==> src/rtl/alu_pkg.sv <==
// Package: shared operation codes and logic-function selector for the
// execute unit. Assumes a 5-bit operation code with 0 and 16..31 unused.
package alu_pkg;

    typedef enum logic [4:0] {
        OP_NONE  = 5'd0,
        OP_ADD   = 5'd1,
        OP_ADDU  = 5'd2,
        OP_SUB   = 5'd3,
        OP_SUBU  = 5'd4,
        OP_AND   = 5'd5,
        OP_OR    = 5'd6,
        OP_XOR   = 5'd7,
        OP_NOR   = 5'd8,
        OP_SLL   = 5'd9,
        OP_ADDI  = 5'd10,
        OP_ADDIU = 5'd11,
        OP_ANDI  = 5'd12,
        OP_ORI   = 5'd13,
        OP_XORI  = 5'd14,
        OP_LUI   = 5'd15
    } alu_op_e;

    typedef enum logic [1:0] {
        LF_AND = 2'd0,
        LF_OR  = 2'd1,
        LF_XOR = 2'd2,
        LF_NOR = 2'd3
    } logic_fn_e;

    typedef enum logic [2:0] {
        RS_ZERO  = 3'd0,
        RS_ARITH = 3'd1,
        RS_LOGIC = 3'd2,
        RS_SHIFT = 3'd3,
        RS_UPPER = 3'd4
    } res_src_e;

endpackage

==> src/rtl/alu_opnd_sel.sv <==
// Module: alu_opnd_sel
// Builds the second operand for the datapath. Logical-immediate forms get
// a zero-extended immediate, arithmetic-immediate forms a sign-extended
// one, and register forms pass opnd_b through. It also produces the
// upper-half placement of the immediate. Assumes DATA_W > IMM_W.
module alu_opnd_sel
    import alu_pkg::*;
#(
    parameter int DATA_W = 32,
    parameter int IMM_W  = 16
) (
    input  alu_op_e             op,
    input  logic [DATA_W-1:0]   opnd_b,
    input  logic [IMM_W-1:0]    imm,
    output logic [DATA_W-1:0]   b_eff,
    output logic [DATA_W-1:0]   upper_val
);
    localparam int PAD_W = DATA_W - IMM_W;

    logic [DATA_W-1:0] imm_zext;
    logic [DATA_W-1:0] imm_sext;

    assign imm_zext  = {{PAD_W{1'b0}}, imm};
    assign imm_sext  = {{PAD_W{imm[IMM_W-1]}}, imm};
    assign upper_val = {imm, {PAD_W{1'b0}}};

    // Choose the operand source by immediate class.
    always_comb begin
        unique case (op)
            OP_ANDI, OP_ORI, OP_XORI: b_eff = imm_zext;
            OP_ADDI, OP_ADDIU:        b_eff = imm_sext;
            default:                  b_eff = opnd_b;
        endcase
    end
endmodule

==> src/rtl/alu_addsub.sv <==
// Module: alu_addsub
// A single adder that does both addition and subtraction (subtract =
// add inverted operand plus one), with a raw two's-complement overflow
// indication. Assumes the caller decides whether the overflow matters.
module alu_addsub #(
    parameter int DATA_W = 32
) (
    input  logic [DATA_W-1:0] a,
    input  logic [DATA_W-1:0] b,
    input  logic              sub,
    output logic [DATA_W-1:0] sum,
    output logic              ovf_raw
);
    localparam int MSB = DATA_W - 1;

    logic [DATA_W-1:0] b_inv;
    logic [DATA_W:0]   wide;

    assign b_inv = sub ? ~b : b;

    // Ripple-free behavioural add with carry-in from the subtract select.
    always_comb begin
        wide = {1'b0, a} + {1'b0, b_inv} + {{DATA_W{1'b0}}, sub};
        sum  = wide[DATA_W-1:0];
    end

    // Same-sign inputs producing opposite-sign output means overflow.
    assign ovf_raw = (a[MSB] == b_inv[MSB]) && (sum[MSB] != a[MSB]);
endmodule

==> src/rtl/alu_logic.sv <==
// Module: alu_logic
// Bitwise and/or/xor/nor of two words, selected by a 2-bit function.
module alu_logic
    import alu_pkg::*;
#(
    parameter int DATA_W = 32
) (
    input  logic [DATA_W-1:0] a,
    input  logic [DATA_W-1:0] b,
    input  logic_fn_e         fn,
    output logic [DATA_W-1:0] y
);
    // Apply the selected bitwise function.
    always_comb begin
        unique case (fn)
            LF_AND:  y = a & b;
            LF_OR:   y = a | b;
            LF_XOR:  y = a ^ b;
            default: y = ~(a | b);
        endcase
    end
endmodule

==> src/rtl/alu_shift.sv <==
// Module: alu_shift
// Logarithmic left shifter: stage k shifts by 2**k when shamt bit k is
// set, and zeros fill the vacated positions. Assumes SH_W = clog2(DATA_W).
module alu_shift #(
    parameter int DATA_W = 32,
    parameter int SH_W   = $clog2(DATA_W)
) (
    input  logic [DATA_W-1:0] din,
    input  logic [SH_W-1:0]   amount,
    output logic [DATA_W-1:0] dout
);
    logic [DATA_W-1:0] stage [0:SH_W];

    assign stage[0] = din;

    for (genvar k = 0; k < SH_W; k++) begin : g_stage
        localparam int STEP = 1 << k;
        // One conditional power-of-two shift per stage.
        assign stage[k+1] = amount[k] ? {stage[k][DATA_W-1-STEP:0], {STEP{1'b0}}}
                                      : stage[k];
    end

    assign dout = stage[SH_W];
endmodule

==> src/rtl/ex_alu_unit.sv <==
// Module: ex_alu_unit (top)
// Combinational execute stage. Decodes the operation code into datapath
// controls, runs the adder, logic unit and shifter in parallel, and picks
// one result. Trapping forms (add, sub, addi) that overflow raise ovf and
// cancel the write. Unrecognised codes give zero with no write.
// Assumes operands are already read from the register file.
module ex_alu_unit
    import alu_pkg::*;
#(
    parameter int DATA_W = 32,
    parameter int IMM_W  = 16,
    parameter int SH_W   = $clog2(DATA_W)
) (
    input  logic [4:0]        op_sel,
    input  logic [DATA_W-1:0] opnd_a,
    input  logic [DATA_W-1:0] opnd_b,
    input  logic [IMM_W-1:0]  imm_val,
    input  logic [SH_W-1:0]   shamt,
    input  logic              wr_req,
    output logic [DATA_W-1:0] result,
    output logic              wr_en,
    output logic              ovf
);
    alu_op_e           op;
    res_src_e          src;
    logic_fn_e         lfn;
    logic              do_sub;
    logic              traps;
    logic              valid;
    logic [DATA_W-1:0] b_eff;
    logic [DATA_W-1:0] upper_val;
    logic [DATA_W-1:0] arith_y;
    logic [DATA_W-1:0] logic_y;
    logic [DATA_W-1:0] shift_y;
    logic              ovf_raw;

    assign op = alu_op_e'(op_sel);

    // Decode the operation code into datapath controls.
    always_comb begin
        src    = RS_ZERO;
        lfn    = LF_AND;
        do_sub = 1'b0;
        traps  = 1'b0;
        valid  = 1'b1;
        unique case (op)
            OP_ADD:   begin src = RS_ARITH; traps = 1'b1; end
            OP_ADDU:  src = RS_ARITH;
            OP_SUB:   begin src = RS_ARITH; do_sub = 1'b1; traps = 1'b1; end
            OP_SUBU:  begin src = RS_ARITH; do_sub = 1'b1; end
            OP_ADDI:  begin src = RS_ARITH; traps = 1'b1; end
            OP_ADDIU: src = RS_ARITH;
            OP_AND, OP_ANDI: begin src = RS_LOGIC; lfn = LF_AND; end
            OP_OR,  OP_ORI:  begin src = RS_LOGIC; lfn = LF_OR;  end
            OP_XOR, OP_XORI: begin src = RS_LOGIC; lfn = LF_XOR; end
            OP_NOR:   begin src = RS_LOGIC; lfn = LF_NOR; end
            OP_SLL:   src = RS_SHIFT;
            OP_LUI:   src = RS_UPPER;
            default:  valid = 1'b0;
        endcase
    end

    alu_opnd_sel #(.DATA_W(DATA_W), .IMM_W(IMM_W)) u_opnd (
        .op        (op),
        .opnd_b    (opnd_b),
        .imm       (imm_val),
        .b_eff     (b_eff),
        .upper_val (upper_val)
    );

    alu_addsub #(.DATA_W(DATA_W)) u_addsub (
        .a       (opnd_a),
        .b       (b_eff),
        .sub     (do_sub),
        .sum     (arith_y),
        .ovf_raw (ovf_raw)
    );

    alu_logic #(.DATA_W(DATA_W)) u_logic (
        .a  (opnd_a),
        .b  (b_eff),
        .fn (lfn),
        .y  (logic_y)
    );

    alu_shift #(.DATA_W(DATA_W), .SH_W(SH_W)) u_shift (
        .din    (opnd_b),
        .amount (shamt),
        .dout   (shift_y)
    );

    // Pick the result of the selected unit.
    always_comb begin
        unique case (src)
            RS_ARITH: result = arith_y;
            RS_LOGIC: result = logic_y;
            RS_SHIFT: result = shift_y;
            RS_UPPER: result = upper_val;
            default:  result = '0;
        endcase
    end

    // Flag overflow on trapping forms and withhold the write.
    always_comb begin
        ovf   = traps & ovf_raw;
        wr_en = valid & wr_req & ~ovf;
    end
endmodule

==> config.mk <==
export PLATFORM = sky130hd
export DESIGN_NAME = ex_alu_unit
export DESIGN_NICKNAME = d
export VERILOG_FILES = /design/src/rtl/alu_pkg.sv /design/src/rtl/alu_opnd_sel.sv /design/src/rtl/alu_addsub.sv /design/src/rtl/alu_logic.sv /design/src/rtl/alu_shift.sv /design/src/rtl/ex_alu_unit.sv
export SDC_FILE = /design/constraint.sdc
export NUM_CORES = 1
export LEC_CHECK = 0
export ABC_AREA = 0
export BUFFER_PORTS_ARGS = -buffer_cell sky130_fd_sc_hd__buf_2
export CORE_MARGIN = 8
export CORE_UTILIZATION = 35
export DETAILED_ROUTE_END_ITERATION = 12
export PLACE_DENSITY = 0.61
export SYNTH_ARGS = -nofsm -noshare
export SYNTH_HDL_FRONTEND = slang
export SYNTH_SLANG_ARGS = --single-unit
==> constraint.sdc <==
create_clock -name vclk -period 10.55
set_clock_uncertainty 0.1 [all_clocks]
set_input_delay 2.6375 -clock vclk [all_inputs]
set_output_delay 2.6375 -clock vclk [all_outputs]
set_load 0.01 [all_outputs]
==> impl_results.md, run 1 <==
- Routed wire length per instance: 21.3 um
- Full die area: approximately 23,000 um^2
- Instance count of the mapped netlist: between 900 and 1,000
- Power Dens Cells: roughly 61 nW/um^2
- Layout cell share with drive strength beyond 1: 0.196
- Portion of total power attributed to combinational logic: 1.000
- Worst setup EP type: primary output
- Total placed cells including tap cells: 1,220
- Worst Max-Slew Pin Slew: 0.959 ns
- Iteration count of the initial detailed-routing pass: 7
- Avg Synthesized Cell Area: between 7 and 8 um^2
- Cell area after synthesis: around 6500 um^2
- Number of warnings issued by yosys: 0
- Proportion of power drawn by flip-flops and latches: 0
- Horiz. Die Dim: 152 um
- Number of gates resized after CTS: 0
- Nature of the critical path startpoint: input port
- Final sequential cell count: 0
- Routed via count divided by cell count: between 6 and 7
- Total number of vias: 7,375
- Worst endpoint required time: 7.81 ns
- Antenna Nets Post-Route: 0
- Number of filler instances in the final layout: 1,940
- Sw frac: 0.602
- Wire length of the first global-routing pass: 39.3 mm
- Standard cell core area: about 18,000 um^2
- Reg area: 0 um^2
- Initial Util: 0.352
- Run status: complete, no violations
- Total net switching power: approximately 270 uW
- Crit share post-route: 0.917
- DRC violation count after routing: 0
- Y dimension of the die: ~150 um
- Post-layout util: 0.395
- Hold WC Path Type: in -> out
- RSZ-0062 raised after global routing: no
- Internal power component: about 180 uW
- Number of global-route vias before repair: ~6,800
- Starting DRT DRC Count: about 730
- IR drop worst, VDD: roughly 0.019 mV
- Top-level port count: around 130
- Number of distinct library cells after synthesis: 63
- Final cell count without fillers: 1,221
- Power share of the clock group: 0
- Upper clock frequency limit: ~100 MHz
- Leakage component of the power: between 3 and 4 nW
- Post CTS Setup Buffer Count: 0
- Power consumption: roughly 450 uW
- Number of nets in the layout: between 1,000 and 1,500
- Total routing resource utilization after global routing: 0.210
- Aggregate global routing overflow: 0
- Total detailed-routing wirelength: 26.0 mm
- Count of maximum capacitance violations: 0
- Net count after synthesis: ~1,100
- Final setup fails: 0
- Total of buffers placed on input and output ports: about 130
- HPWL after detailed placement: between 20 and 25 mm
- Final min period: slightly below 10 ns
- Worst-case headroom to the max-slew limit: 0.358
- Arrival time reported for the critical path endpoint: 6.94 ns
- Critical path peak fanout: 16
- TNS Setup: 0 ns
- Number of pins with negative max-slew slack in the final report: 0
- Number of hold buffers added after cts: 0
- Number of clock-tree buffers in the layout: 0
- Top library cells by usage in the layout, fill and taps aside: buf_2, ha_1, o21ai_0, nand2_1, a21oi_1
- Core Rows: 50
- Layout-stage area growth over the synthesis result: 12.2%
- Antenna violations before repair: 1
- Seq/Total Area, Yosys: 0
- Maximum number of pins on one net before global-route repair: 38
- Final hold violations: 0
- Leading cell type in the layout, fill and taps excluded: buf_2
- Critical path class: in -> out
- RD Place Congestion: approximately 0.93
==> cells by family after synthesis <==
logic type / after synthesis / synth area share
compound gates: 281 / 0.275
xor+xnor: 62 / 0.0835
fa+ha+maj: 101 / 0.196
buf+inv: 138 / 0.0820
mux: 108 / 0.209
simple gates: 219 / 0.156
==> path summary, 6_finish.rpt <==
check	slack, ns	start	to	cells after the start
worst max-delay path	0.88	op_sel[0]	result[30]	16
worst min-delay path	5.52	wr_req	wr_en	3
==> synthesized netlist by cell type (5+ instances only) <==
library cell / instances / area (um^2)
a211oi_1: 6 / 45.0
a21o_1: 8 / 60.1
a21oi_1: 77 / 385
a221oi_1: 14 / 123
a222oi_1: 6 / 60.1
a22oi_1: 6 / 45.0
a31oi_1: 7 / 43.8
and2_1: 5 / 31.3
and3_1: 5 / 31.3
buf_1: 6 / 22.5
buf_2: 12 / 60.1
clkbuf_1: 42 / 158
ha_1: 100 / 1250
inv_1: 76 / 285
mux2_2: 20 / 225
mux2i_1: 68 / 681
mux4_2: 20 / 450
nand2_1: 81 / 304
nand3_1: 20 / 100
nand4_1: 7 / 43.8
nor2_1: 52 / 195
nor2b_1: 6 / 37.5
nor3_1: 18 / 90.1
o211ai_1: 9 / 67.6
o21a_1: 5 / 37.5
o21ai_0: 90 / 450
o21bai_1: 6 / 45.0
o221ai_1: 11 / 96.3
o22ai_1: 5 / 31.3
or2_2: 5 / 31.3
xnor2_1: 52 / 455
xor2_1: 10 / 87.6
==> final cells by class <==
cell class,count,area [um^2],share of cell area
diodes,1,2.50,0.000343
inverters,78,293,0.0401
multi-input cells,771,5990,0.821
well taps,234,293,0.0401
repair buffers,137,716,0.0981
==> routing by layer <==
layer / part of all wire / track usage
met1: 0.44 / 0.287
met2: 0.44 / 0.329
met3: 0.082 / 0.0281
met4: 0.039 / 0.0766
met5: 0 / 0
==> power by group through the flow <==
stage	Combinational, mW	Sequential [mW]	Clock [mW]
detailed placement	0.438	0	0
global route	0.487	0	0
floorplan	0.302	0	0
global placement	0.436	0	0
finish	0.447	0	0.0000000127
CTS	0.440	0	0
==> worst max-delay path, cell delays in order <==
cell	delay, ns
buf_2	0.17
or3b_1	0.45
a211oi_4	0.27
buf_4	0.35
xnor2_1	0.20
inv_1	0.08
fa_1	0.39
nand3b_1	0.20
a21oi_1	0.19
o21ai_0	0.19
a31o_2	0.29
o211ai_1	0.40
a21o_1	0.25
a31oi_1	0.10
or4b_1	0.58
buf_2	0.18
==> per-stage QoR <==
stage,hold WS [ns],worst slack (ns),area (um^2)
floorplan,5.32,1.42,6500
global placement,5.52,1.01,7290
detailed placement,5.53,0.996,7290
CTS,5.53,0.957,7290
global route,5.53,0.627,7290
finish,5.52,0.875,7290
No activity file was read; power rests on OpenSTA's default activity.
==> run 2: changes to the inputs <==
Settings changed: RECOVER_POWER from default to 25.
==> run 2 against run 1 <==
Net effect:
- highest routed layer unchanged
- largest cell class unchanged
- core utilization hardly changed
- cell count stayed put
- non-clock buffer count stayed put
- total power hardly changed
==> impl_results.md, run 2 (synthesis gave the netlist of run 1 again) <==
- Met1 usage in global routing: 0.287 (unchanged)
- Aggregate global routing overflow: 0 (unchanged)
- Hold WC Path Type: in -> out
- Arrival time reported for the critical path endpoint: 7.18 ns (+0.24 ns)
- Routed wire length per instance: 21.4 um (+0.18%)
- Final setup margin: 0.631 ns (-0.244 ns)
- Total placed cells including tap cells: 1,220 (unchanged)
- Crit share post-route: 0.940 (+0.0231)
- Total number of vias: 7,354 (-0.28%)
- Layout-stage area growth over the synthesis result: 12.1%
- Full die area: 23,200 um^2 (unchanged)
- CP Cell Sequence: clkbuf_1 -> nand3_1 -> nand3_1 -> buf_4 -> mux2i_1 -> xnor2_1 -> ha_1 -> a21oi_1 -> o21ai_0 -> a2111oi_0 -> nor3b_1 -> o211ai_1 -> o211ai_2 -> xnor2_1 -> a211o_1 -> buf_2
- Reg area: 0 um^2 (unchanged)
- IR drop worst, VDD: 0.0186 mV (about the same)
- Horiz. Die Dim: 152 um (unchanged)
- Count of maximum capacitance violations: 0 (unchanged)
- HPWL after detailed placement: 21.3 mm (unchanged)
- RSZ-0062 raised after global routing: no
- Worst-case headroom to the max-slew limit: 0.346 (-0.0122)
- Starting DRT DRC Count: 733 (+0.14%)
- Routed via count divided by cell count: 6.02 (-0.28%)
- Total detailed-routing wirelength: 26.1 mm (+0.18%)
- Number of pins with negative max-slew slack in the final report: 0 (unchanged)
- Total of buffers placed on input and output ports: 125 (unchanged)
- Met2 usage in global routing: 0.329 (unchanged)
- Post-placement worst setup slack: 0.996 ns (unchanged)
- Crit-path slowest cell: a2111oi_0
- Post CTS Setup Buffer Count: 0 (unchanged)
- Initial Util: 0.352 (unchanged)
- Iteration count of the initial detailed-routing pass: 6 (-1)
- Top-level port count: 125 (unchanged)
- Upper clock frequency limit: 101 MHz (-2.5%)
- Most used routing layer: met2
- Global routing met3 resource utilization: 0.0281 (unchanged)
- Top library cells by usage in the layout, fill and taps aside: buf_2, ha_1, o21ai_0, nand2_1, a21oi_1
- DRC violation count after routing: 0 (unchanged)
- Number of global-route vias before repair: 6,795 (unchanged)
- Final min period: 9.92 ns (+0.244 ns)
- Power Dens Cells: 61.3 nW/um^2 (about the same)
- Final sequential cell count: 0 (unchanged)
- Antenna violations before repair: 1 (unchanged)
- Layout cell share with drive strength beyond 1: 0.190 (-0.00609)
- Critical path peak fanout: 13 (-3)
- Worst setup EP type: primary output
- Final setup fails: 0 (unchanged)
- Multi-input combinational cell area: 5990 um^2 (unchanged)
- Antenna Nets Post-Route: 0 (unchanged)
- Final cell count without fillers: 1,221 (unchanged)
- Final hold violations: 0 (unchanged)
- Worst endpoint required time: 7.81 ns (about the same)
- TNS Setup: 0 ns (unchanged)
- Number of gates resized after CTS: 0 (unchanged)
- Y dimension of the die: 152 um (unchanged)
- Worst Max-Slew Pin Slew: 0.978 ns (+0.0183 ns)
- Power consumption: 446 uW (about the same)
- Standard cell core area: 18,500 um^2 (unchanged)
- Wire length of the first global-routing pass: 39.3 mm (unchanged)
- Run status: complete, no violations
- Number of filler instances in the final layout: 1,942 (+0.10%)
- Maximum number of pins on one net before global-route repair: 38 (unchanged)
- Crit path largest cell delay: 0.67 ns (+0.09 ns)
- Number of clock-tree buffers in the layout: 0 (unchanged)
- Critical path class: in -> out
- Number of nets in the layout: 1,180 (unchanged)
- Number of hold buffers added after cts: 0 (unchanged)
- Leakage component of the power: 3.38 nW (-0.65%)
- Nature of the critical path startpoint: input port
- Core Rows: 50 (unchanged)
- RD Place Congestion: 0.928 (unchanged)
- Leading cell type in the layout, fill and taps excluded: buf_2
- Total routing resource utilization after global routing: 0.210 (unchanged)
-- run 2: changes by cell type in the layout (fill, tap and decap cells not counted), sizes merged --
cell	change
buf	-6
clkbuf	+6
-- run 2: worst paths after layout --
kind,startpoint,end,cells after the start
setup / recovery,op_sel[0],result[31],16
hold / removal,wr_req,wr_en,3
-- run 2: power breakdown --
group | internal, mW | switching, mW
clock | 0.0000000127 | 0
combinational | 0.177 | 0.269
sequential | 0 | 0
total | 0.177 | 0.269
-- run 2: worst max-delay path, delay by kind of cell --
family	cells	cell delay (ns)
fa+ha+maj	1	0.37
compound gates	6	1.77
simple gates	3	0.68
xor+xnor	2	0.31
mux	1	0.57
buf+inv	3	0.86
-- run 2: area by class of cell --
| type | instances | area share |
|---|---|---|
| Multi-Input combinational cell | 771 | 0.822 |
| Inverter | 78 | 0.0402 |
| Antenna cell | 1 | 0.000343 |
| Tap cell | 234 | 0.0402 |
| Timing Repair Buffer | 137 | 0.0972 |
-- run 2: routing by layer --
metal | share of wire | vias to the layer above
met3 | 0.079 | 60
met1 | 0.45 | 3456
met4 | 0.037 | 0
li1 | - | 3485
met2 | 0.44 | 353
met5 | 0 | -
-- run 2: metrics by stage --
step	utilization	hold slack (ns)	area [um^2]
5_1_grt	0.395	5.53	7280
6_report	0.395	5.52	7290
3_3_place_gp	0.395	5.52	7290
2_1_floorplan	-	5.32	6500
4_1_cts	0.395	5.53	7290
3_5_place_dp	0.395	5.53	7290
